`src/rtl/neuro_seq_pkg.sv`:
```
package neuro_seq_pkg;

  localparam int ARG_W  = 8;
  localparam int SEL_W  = 3;
  localparam int ADDR_W = SEL_W + ARG_W;
  localparam int CC_W   = 10;

  localparam int CC_LOAD  = 0;
  localparam int CC_CLR   = 1;
  localparam int CC_PRE   = 2;
  localparam int CC_TOKEN = 3;
  localparam int CC_ACT   = 4;
  localparam int CC_WGT   = 5;
  localparam int CC_MULF  = 6;
  localparam int CC_MULB  = 7;
  localparam int CC_CARRY = 8;
  localparam int CC_RDACC = 9;

  localparam logic [SEL_W-1:0] MBOX_PAGE = '1;

  typedef enum logic [1:0] {
    ADDR_NONE,
    ADDR_DIR,
    ADDR_LOOK,
    ADDR_OUT
  } addrSel_e;

  typedef struct packed {
    logic     dirLoad;
    logic     iocLoad;
    logic     iocDec;
    addrSel_e addrSel;
  } dpStrobe_t;

  typedef enum logic [4:0] {
    S_IDLE,
    S_DIR_ADDR,
    S_DIR_CAP,
    S_LOOK_ADDR,
    S_LOOK_CAP,
    S_INIT,
    S_PRE,
    S_TOKEN,
    S_ACT,
    S_WGT,
    S_MULF,
    S_MULB,
    S_CARRY,
    S_LVL_END,
    S_OUT,
    S_DBG_HOLD,
    S_DONE
  } seqState_e;

endpackage

```
`src/rtl/neuro_seq_dpath.sv`:
```
module neuro_seq_dpath
  import neuro_seq_pkg::*;
#(
  parameter int NEURONS = 6
) (
  input  logic                clk,
  input  logic                rstN,
  input  dpStrobe_t           strb,
  input  logic [ARG_W-1:0]    ramRdData,
  input  logic [ARG_W-1:0]    accHigh,
  output logic [ADDR_W-1:0]   ramAddr,
  output logic [ARG_W-1:0]    ramWrData,
  output logic [ARG_W-1:0]    actData,
  output logic [SEL_W-1:0]    neuronSel,
  output logic                iocZero
);

  localparam logic [SEL_W-1:0] IOC_TOP = SEL_W'(NEURONS - 1);
  localparam int PAD_W = ARG_W - SEL_W;

  logic [ARG_W-1:0] dirReg;
  logic [SEL_W-1:0] ioCnt;
  logic             useInput;

  always_ff @(posedge clk) begin
    if (!rstN) begin
      dirReg <= '0;
      ioCnt  <= '0;
    end else begin
      if (strb.dirLoad) dirReg <= ramRdData;
      if (strb.iocLoad)     ioCnt <= IOC_TOP;
      else if (strb.iocDec) ioCnt <= ioCnt - 1'b1;
    end
  end

  assign useInput = dirReg[ioCnt];

  always_comb begin
    unique case (strb.addrSel)
      ADDR_DIR:  ramAddr = {MBOX_PAGE, {ARG_W{1'b1}}};
      ADDR_LOOK: ramAddr = useInput ? {MBOX_PAGE, {PAD_W{1'b0}}, ioCnt}
                                    : {ioCnt, accHigh};
      ADDR_OUT:  ramAddr = {MBOX_PAGE, {(PAD_W-1){1'b0}}, 1'b1, ioCnt};
      default:   ramAddr = '0;
    endcase
  end

  assign ramWrData = accHigh;
  assign actData   = ramRdData;
  assign neuronSel = ioCnt;
  assign iocZero   = (ioCnt == '0);

endmodule

```
`src/rtl/neuro_seq_ctrl.sv`:
```
module neuro_seq_ctrl
  import neuro_seq_pkg::*;
#(
  parameter int BW = 4
) (
  input  logic            clk,
  input  logic            rstN,
  input  logic            waitReq,
  input  logic            debugMode,
  input  logic            iocZero,
  output dpStrobe_t       strb,
  output logic            ramRd,
  output logic            ramWr,
  output logic [CC_W-1:0] cellCtl,
  output logic            endSmall,
  output logic            doneBig
);

  localparam int BW_W = (BW > 1) ? $clog2(BW) : 1;
  localparam logic [BW_W-1:0] BW_LAST = BW_W'(BW - 1);

  seqState_e       state, stateNext;
  logic [2:0]      stepCnt;
  logic            stepLast;
  logic [BW_W-1:0] bwCnt;
  logic            lastLvl;
  logic            dbgPass;

  assign lastLvl = (bwCnt == BW_LAST);

  // Length of the multi-cycle phases: 8 bit steps, 2 for the token move.
  always_comb begin
    unique case (state)
      S_PRE, S_ACT, S_WGT, S_MULF, S_MULB: stepLast = (stepCnt == 3'd7);
      S_TOKEN:                             stepLast = (stepCnt == 3'd1);
      default:                             stepLast = 1'b1;
    endcase
  end

  always_comb begin
    stateNext = state;
    unique case (state)
      S_IDLE:      if (!waitReq) stateNext = S_DIR_ADDR;
      S_DIR_ADDR:  stateNext = S_DIR_CAP;
      S_DIR_CAP:   stateNext = S_LOOK_ADDR;
      S_LOOK_ADDR: stateNext = S_LOOK_CAP;
      S_LOOK_CAP:  stateNext = iocZero ? S_INIT : S_LOOK_ADDR;
      S_INIT:      stateNext = S_PRE;
      S_PRE:       if (stepLast) stateNext = S_TOKEN;
      S_TOKEN:     if (stepLast) stateNext = S_ACT;
      S_ACT:       if (stepLast) stateNext = S_WGT;
      S_WGT:       if (stepLast) stateNext = S_MULF;
      S_MULF:      if (stepLast) stateNext = S_MULB;
      S_MULB:      if (stepLast) stateNext = S_CARRY;
      S_CARRY:     stateNext = S_LVL_END;
      S_LVL_END: begin
        if (debugMode || lastLvl) stateNext = S_OUT;
        else                      stateNext = S_TOKEN;
      end
      S_OUT: begin
        if (iocZero) stateNext = dbgPass ? S_DBG_HOLD : S_DONE;
      end
      S_DBG_HOLD: begin
        if (!waitReq) stateNext = (bwCnt == '0) ? S_IDLE : S_TOKEN;
      end
      S_DONE:      stateNext = S_IDLE;
      default:     stateNext = S_IDLE;
    endcase
  end

  always_ff @(posedge clk) begin
    if (!rstN) begin
      state   <= S_IDLE;
      stepCnt <= '0;
      bwCnt   <= '0;
      dbgPass <= 1'b0;
    end else begin
      state   <= stateNext;
      stepCnt <= (stateNext != state) ? 3'd0 : stepCnt + 3'd1;
      if (state == S_INIT) bwCnt <= '0;
      if (state == S_LVL_END) begin
        bwCnt   <= lastLvl ? '0 : bwCnt + 1'b1;
        dbgPass <= debugMode;
      end
    end
  end

  always_comb begin
    cellCtl = '0;
    unique case (state)
      S_LOOK_CAP: cellCtl[CC_LOAD]  = 1'b1;
      S_INIT:     cellCtl[CC_CLR]   = 1'b1;
      S_PRE:      cellCtl[CC_PRE]   = 1'b1;
      S_TOKEN:    cellCtl[CC_TOKEN] = 1'b1;
      S_ACT:      cellCtl[CC_ACT]   = 1'b1;
      S_WGT:      cellCtl[CC_WGT]   = 1'b1;
      S_MULF:     cellCtl[CC_MULF]  = 1'b1;
      S_MULB:     cellCtl[CC_MULB]  = 1'b1;
      S_CARRY:    cellCtl[CC_CARRY] = 1'b1;
      S_OUT:      cellCtl[CC_RDACC] = 1'b1;
      default:    cellCtl = '0;
    endcase
  end

  always_comb begin
    strb.dirLoad = (state == S_DIR_CAP);
    strb.iocLoad = (state == S_DIR_CAP) ||
                   ((state == S_LVL_END) && (debugMode || lastLvl));
    strb.iocDec  = ((state == S_LOOK_CAP) || (state == S_OUT)) && !iocZero;
    unique case (state)
      S_DIR_ADDR:  strb.addrSel = ADDR_DIR;
      S_LOOK_ADDR: strb.addrSel = ADDR_LOOK;
      S_OUT:       strb.addrSel = ADDR_OUT;
      default:     strb.addrSel = ADDR_NONE;
    endcase
  end

  assign ramRd    = (state == S_DIR_ADDR) || (state == S_LOOK_ADDR);
  assign ramWr    = (state == S_OUT);
  assign endSmall = (state == S_LVL_END) && lastLvl;
  assign doneBig  = (state == S_DONE);

endmodule

```
`src/rtl/neuro_seq.sv`:
```
module neuro_seq
  import neuro_seq_pkg::*;
#(
  parameter int NEURONS = 6,
  parameter int BW      = 4
) (
  input  logic        clk,
  input  logic        rstN,
  input  logic        waitReq,
  input  logic        debugMode,
  output logic [10:0] ramAddr,
  output logic        ramRd,
  output logic        ramWr,
  input  logic [7:0]  ramRdData,
  output logic [7:0]  ramWrData,
  output logic [2:0]  neuronSel,
  input  logic [7:0]  accHigh,
  output logic [7:0]  actData,
  output logic [9:0]  cellCtl,
  output logic        endSmall,
  output logic        doneBig
);

  dpStrobe_t strb;
  logic      iocZero;

  neuro_seq_ctrl #(.BW(BW)) ctrl_i (
    .clk       (clk),
    .rstN      (rstN),
    .waitReq   (waitReq),
    .debugMode (debugMode),
    .iocZero   (iocZero),
    .strb      (strb),
    .ramRd     (ramRd),
    .ramWr     (ramWr),
    .cellCtl   (cellCtl),
    .endSmall  (endSmall),
    .doneBig   (doneBig)
  );

  neuro_seq_dpath #(.NEURONS(NEURONS)) dpath_i (
    .clk       (clk),
    .rstN      (rstN),
    .strb      (strb),
    .ramRdData (ramRdData),
    .accHigh   (accHigh),
    .ramAddr   (ramAddr),
    .ramWrData (ramWrData),
    .actData   (actData),
    .neuronSel (neuronSel),
    .iocZero   (iocZero)
  );

endmodule

```
`config.mk`:
```
export PLATFORM = sky130hd
export DESIGN_NAME = neuro_seq
export DESIGN_NICKNAME = d
export VERILOG_FILES = /design/src/rtl/neuro_seq_pkg.sv /design/src/rtl/neuro_seq_dpath.sv /design/src/rtl/neuro_seq_ctrl.sv /design/src/rtl/neuro_seq.sv
export SDC_FILE = /design/constraint.sdc
export NUM_CORES = 1
export LEC_CHECK = 0
export BUFFER_PORTS_ARGS = -buffer_cell sky130_fd_sc_hd__buf_2
export CAP_MARGIN = 25
export CORE_MARGIN = 2
export CORE_UTILIZATION = 54
export CTS_CLUSTER_DIAMETER = 30
export DETAILED_ROUTE_END_ITERATION = 10
export GPL_TIMING_DRIVEN = 0
export PLACE_DENSITY = 0.91
export SYNTH_ARGS = -nofsm -noshare
export SYNTH_HDL_FRONTEND = slang
export SYNTH_SLANG_ARGS = --single-unit
```
`constraint.sdc`:
```
create_clock -name clk -period 3.5 [get_ports clk]
set_input_delay 0.7 -clock clk [delete_from_list [all_inputs] [get_ports clk]]
set_output_delay 0.7 -clock clk [all_outputs]
set_load 0.03 [all_outputs]
```
==> results of run 1 <==
[cells in the mapped netlist, drive strengths merged, types with 3 or more instances]
cell / n / area share
a211o: 3 / 0.014
a21boi: 12 / 0.049
a21o: 4 / 0.016
a21oi: 9 / 0.027
a31oi: 5 / 0.017
and2: 3 / 0.010
and3: 3 / 0.010
buf: 22 / 0.097
clkbuf: 11 / 0.050
dfxtp: 22 / 0.24
ha: 5 / 0.034
inv: 5 / 0.010
nand2: 23 / 0.047
nand2b: 7 / 0.028
nand3: 11 / 0.030
nor2: 21 / 0.046
nor2b: 6 / 0.021
nor3: 5 / 0.014
nor4b: 3 / 0.014
o211ai: 3 / 0.015
o21a: 4 / 0.016
o21ai: 10 / 0.027
[critical path, cell delays in order (launching register included)]
cell,delay [ns]
dfxtp_1,0.37
buf_4,0.18
nor3_1,0.43
nand3_1,0.24
nor2_1,0.39
a221o_1,0.21
buf_2,0.19
[sequential cells by signal, summed over array words and instances (netlist names)]
signal and count:
ctrl_i.dbgPass 1, ctrl_i.bwCnt 2, ctrl_i.state 5, dpath_i.neuronSel 3
dpath_i.dirReg 8, ctrl_i.stepCnt 3
[cells by family after synthesis]
group | count (synthesis) | synth area share
simple gates | 99 | 0.2966
xor+xnor | 3 | 0.01439
fa+ha+maj | 5 | 0.03425
compound gates | 58 | 0.2274
flops | 22 | 0.2411
mux | 4 | 0.02945
buf+inv | 38 | 0.1569
[area by class of cell]
| class | count | area, sq um |
|---|---|---|
| Clock buffer | 3 | 22.52 |
| Inverter | 5 | 18.77 |
| Clock inverter | 1 | 30.03 |
| Timing Repair Buffer | 63 | 315.3 |
| Tap cell | 46 | 57.56 |
| Fill cell | 276 | 1032 |
| Buffer | 33 | 267.8 |
| Sequential cell | 22 | 440.4 |
| Multi-Input combinational cell | 169 | 1100 |
[worst min path at each step]
stage | cells after the start | endpoint | slack [ns]
floorplan | 2 | dpath_i.dirReg[3] | 0.44
global placement | 2 | dpath_i.dirReg[7] | 0.45
detailed placement | 2 | dpath_i.dirReg[4] | 0.46
CTS | 2 | dpath_i.dirReg[4] | 0.48
global route | 2 | dpath_i.dirReg[4] | 0.52
finish | 2 | dpath_i.dirReg[7] | 0.47
[metal layers]
layer	GRT usage	up-vias
li1	-	927
met1	0.3036	867
met2	0.3533	96
met3	0.02717	9
met4	0.08611	0
met5	0	-
[stage by stage]
stage	total power, mW	area, sq um	setup slack [ns]	utilization
final	0.8333	2252	0.4687	0.6857
after global routing	0.8784	2252	0.1687	0.6857
after CTS	0.8334	2252	0.4656	0.6857
after detailed placement	0.6374	2200	0.8361	0.6697
after global placement	0.6309	2200	0.8656	0.6697
after floorplan	0.5507	1827	0.6979	-
[power by group]
group          total, mW  internal, mW  switching [mW]  leakage (nW)
clock network      0.200         0.116          0.0838        0.0279
registers          0.285         0.269          0.0156         0.179
logic              0.349         0.135           0.213         0.863
==> impl_results.md, run 1 <==
- Status: finished, final reports clean
- First-pass GRT wire length: 7.113 mm
- Final ANT Viol Nets: 0
- GPL Wtd Cong: 0.9516
- Crit path max fanout: 10
- Worst R2R Setup Slack: 1.55 ns
- Post_cts resized: 0
- Synth Net Count: 254
- Routed vias/inst: 5.553
- First DRT Iteration DRCs: 106
- Most frequent cells in the layout: 63 x buf_2, 23 x nand2_1, 22 x dfxtp_1, 19 x nor2_1, 19 x buf_4
- Vias in the first global route: 1605
- All-Layer GR Usage: 0.2206
- Setup crit start kind: flop
- Reg2reg path depth: 6
- Leakage power: 1.070 nW
- Largest net degree at the start of global routing: 14
- Pwr/cell area: 370.0 mW/mm^2
- CP arrival: 2.33 ns
- GRT overflow: 0
- WL met3: 370 microns
- R2R Path Start: ctrl_i.state[1]
- Hold Violations, Final: 0
- Dpl cells: 338
- Routed wl met2: 2.105 mm
- Post-CTS Setup Bufs: 0
- Sum Neg Setup Slack: 0 ns
- Via count: 1899
- HP Class: flop to flop
- Avg WL per Cell: 13.01 microns
- FF-to-FF End: ctrl_i.stepCnt[2]
- Headroom to the max-slew limit: 0.5606
- YS warnings: 0
- IO buf count: 63
- Layout Skew: 0.001796 ns
- Clock Latency Late Sink: 0.31 ns
- Tcrit/Tclk final: 0.8661
- Worst EP required: 2.80 ns
- Area Growth Syn to Fin: 23.29%
- Final setup violation count: 0
- Crit Path Category: flop to output port
- CTS root buf: clkbuf_4
- Core ar.: 0.003284 sq mm
- Hold Crit Start: dpath_i.dirReg[7]
- Max cap viols: 0
- DIE HEIGHT: 62.16 microns
- CTS tree: built
- Yosys cell types: 52
- Cell Count, Final, Fillers Out: 342
- Fmax: 0.3299 GHz
- DRC Markers: 0
- Critical Path End: ramAddr[1]
- Worst IR Drop VDD: 0.0002357 V
- Clk sinks: 22
- Clock buffer depth: 2
- Top Metal Used: met4
- Post-synthesis sequential area ratio: 0.2411
- RSZ-0062 raised after global routing: false
- Antenna violations before repair: 0
- # rows: 21
- Detailed Routing Iterations Pass 1: 4
- Hold-fix buffers, CTS: 0
- Fraction of final layout cells with drive strength greater than 1: 0.3615
- Worst-Margin Slew: 0.6531 ns
- N_diodes: 0
- Ports: 64
- Synthesized cell area: 0.001827 sq mm
- Worst hold slack: 0.4723 ns
- Syn_area_per_cell: 7.977 sq um
- Die Wd: 62.16 microns
- Post-Synthesis Cells: 229
- Metal-1 WL: 1.907 mm
- CTS H-tree depth: 1
- Synth Register Bits: 22
- Slew Viols, Final: 0
- Fin crit period: 3.031 ns
- Commonest non-fill, non-tap cell in the layout: buf_2
- Crit path launch: ctrl_i.state[2]
- Clock transition at the registers of the reported paths: 0.13 ns
- Initial core utilization: 0.5562
- CTS buffer count: 3
- Post-DP HPWL: 3.345 mm
- Nets: 322
- Final Routed Wirelength: 4.450 mm
- Asr flop ratio synth: 0
- DIE AREA: 0.003864 sq mm
- Main flop type after synthesis: dfxtp_1
- Endpoint type of the worst setup path: output port
- EDFF count, synth: 0
(Power assumes the default switching activity.)
==> run 2, diff against run 1 <==
BUFFER_PORTS_ARGS = -buffer_cell sky130_fd_sc_hd__buf_4   (was -buffer_cell sky130_fd_sc_hd__buf_2)
SETUP_SLACK_MARGIN = 0.2   (was not set)
==> run 2 against run 1 <==
Register-to-register slack worse by 0.03 ns. Hold slack better by 0.0051 ns. Critical path type unchanged. Critical path depth up 1. Total power up 4.6%. Via count up 1.0%. Global-route usage up 2.4 points. Non-clock buffer count unchanged. Clock-buffer cell count unchanged. Largest power group unchanged. Wire length up 7.4%. Clock skew up 0.0034 ns. Setup slack better by 0.013 ns.
==> impl_results.md, run 2 (same netlist as run 1, synthesis figures left out) <==
- Status: finished, final reports clean
- Worst hold slack: 0.4774 ns
- Buffers & Inverters on Critical Path: 2
- Core ar.: 0.003284 sq mm
- Vias in the first global route: 1684
- GRT overflow: 0
- Clock transition at the registers of the reported paths: 0.13 ns
- First DRT Iteration DRCs: 119
- Commonest non-fill, non-tap cell in the layout: buf_4
- Setup crit start kind: flop
- Fin crit period: 3.018 ns
- Final setup violation count: 0
- Final ANT Viol Nets: 0
- Fill cells: 259
- Share of power burned in registers: 0.328
- Die Wd: 62.16 microns
- GPL Wtd Cong: 0.9089
- Crit path max fanout: 6
- First-pass GRT wire length: 7.879 mm
- Largest net degree at the start of global routing: 14
- CTS tree: built
- Worst EP required: 2.80 ns
- Routed wl met2: 2.206 mm
- Initial core utilization: 0.5562
- Crit Path Category: flop to output port
- Max FFs per register: 8
- Slew Viols, Final: 0
- All-Layer GR Usage: 0.2449
- Top Metal Used: met4
- CTS H-tree depth: 1
- Family with the most delay on the worst path: compound AO/OA/AOI/OAI gates
- Slowest-stage cell, CP: mux4_2
- N_diodes: 0
- Critical path, cell by cell: buf_6 > mux4_2 > nor2_2 > a21oi_2 > a41o_1 > a221o_1 > buf_4
- Layout Skew: 0.005201 ns
- Endpoint type of the worst setup path: output port
- Metal-1 WL: 1.994 mm
- DRC Markers: 0
- Clock group share of total power: 0.233
- Largest Register: dpath_i.dirReg
- Clock Latency Late Sink: 0.32 ns
- WL met3: 467 microns
- Antenna violations before repair: 0
- # rows: 21
- Most frequent cells in the layout: 82 x buf_4, 23 x nand2_1, 22 x dfxtp_1, 19 x nor2_1, 12 x a21boi_0
- Worst path max stage delay: 0.52 ns
- Fraction of final layout cells with drive strength greater than 1: 0.3615
- Area of the multi-input gates: 0.001100 sq mm
- Post-DP HPWL: 3.564 mm
- DIE AREA: 0.003864 sq mm
- Routed vias/inst: 5.608
- DIE HEIGHT: 62.16 microns
- CTS root buf: clkbuf_4
- Comb power frac: 0.439
- Detailed Routing Iterations Pass 1: 4
- Headroom to the max-slew limit: 0.5559
- Clk sinks: 22
- Leakage power: 1.101 nW
- Worst-Margin Slew: 0.6600 ns
- Clock buffer depth: 2
- Avg WL per Cell: 13.97 microns
- Worst IR Drop VDD: 0.0001961 V
- Total power: 871.4 uW
- Final Routed Wirelength: 4.779 mm
- Switching power share of the total: 0.3707
- Top Registers: dpath_i.dirReg (8), ctrl_i.state (5)
- CP arrival: 2.32 ns
- Pwr/cell area: 361.6 mW/mm^2
- Sum Neg Setup Slack: 0 ns
- CTS buffer count: 3
- Sw power: 323.1 uW
- RSZ-0062 raised after global routing: false
- Max cap viols: 0
- Fmax: 0.3313 GHz
- IO buf count: 63
- Post_cts resized: 0
- Hold Violations, Final: 0
- Via count: 1918
- Area Growth Syn to Fin: 31.92%
- Hold-fix buffers, CTS: 0
- P_int: 548.3 uW
- Nets: 322
- Ports: 64
- Tcrit/Tclk final: 0.8624
- HP Class: flop to flop
- Register area: 440.4 sq um
- Post-CTS Setup Bufs: 0
## run 2: worst paths after layout
| check | from | endpoint | slack, ns | depth (start not counted) |
|---|---|---|---|---|
| max | dpath_i.neuronSel[0] | ramAddr[0] | 0.48 | 7 |
| max reg2reg | ctrl_i.state[1] | ctrl_i.stepCnt[0] | 1.52 | 6 |
| min reg2reg | dpath_i.dirReg[1] | dpath_i.dirReg[1] | 0.48 | 2 |
| min | dpath_i.dirReg[1] | dpath_i.dirReg[1] | 0.48 | 2 |
## run 2: power by group through the flow
stage / clock network (mW) / registers, mW / logic [mW]
2_1_floorplan: 0 / 0.294 / 0.257
3_3_place_gp: 0 / 0.290 / 0.372
3_5_place_dp: 0 / 0.291 / 0.377
4_1_cts: 0.203 / 0.286 / 0.379
5_1_grt: 0.217 / 0.288 / 0.408
6_report: 0.203 / 0.286 / 0.382
## run 2: worst register-to-register path, stage by stage (launching register included)
cell,delay [ns]
dfxtp_1,0.33
buf_6,0.13
nand4bb_1,0.32
or4b_1,0.61
o211ai_2,0.13
nor2b_1,0.11
o2111a_1,0.25
## run 2: area by class of cell
type                    instances  share of cell area
multi-input cells             169              0.4564
repair buffers                 63              0.1963
flip-flops and latches         22              0.1828
plain buffers                  33              0.1111
well taps                      46             0.02388
clock inverters                 1             0.01246
clock buffers                   3            0.009346
inverters                       5            0.007788
## run 2: per-stage QoR
stage	setup WS [ns]	cell area, sq um	cells	util
6_report	0.4817	2410	342	0.7337
5_1_grt	0.2661	2410	342	0.7337
4_1_cts	0.4844	2410	342	0.7337
3_5_place_dp	0.8480	2357	338	0.7177
3_3_place_gp	0.8721	2357	338	0.7177
2_1_floorplan	0.6979	1827	229	-
## run 2: routing by layer
metal	track usage	up-vias
met2	0.3995	108
met4	0.1056	0
met5	0	-
met3	0.04891	16
li1	-	925
met1	0.3153	869
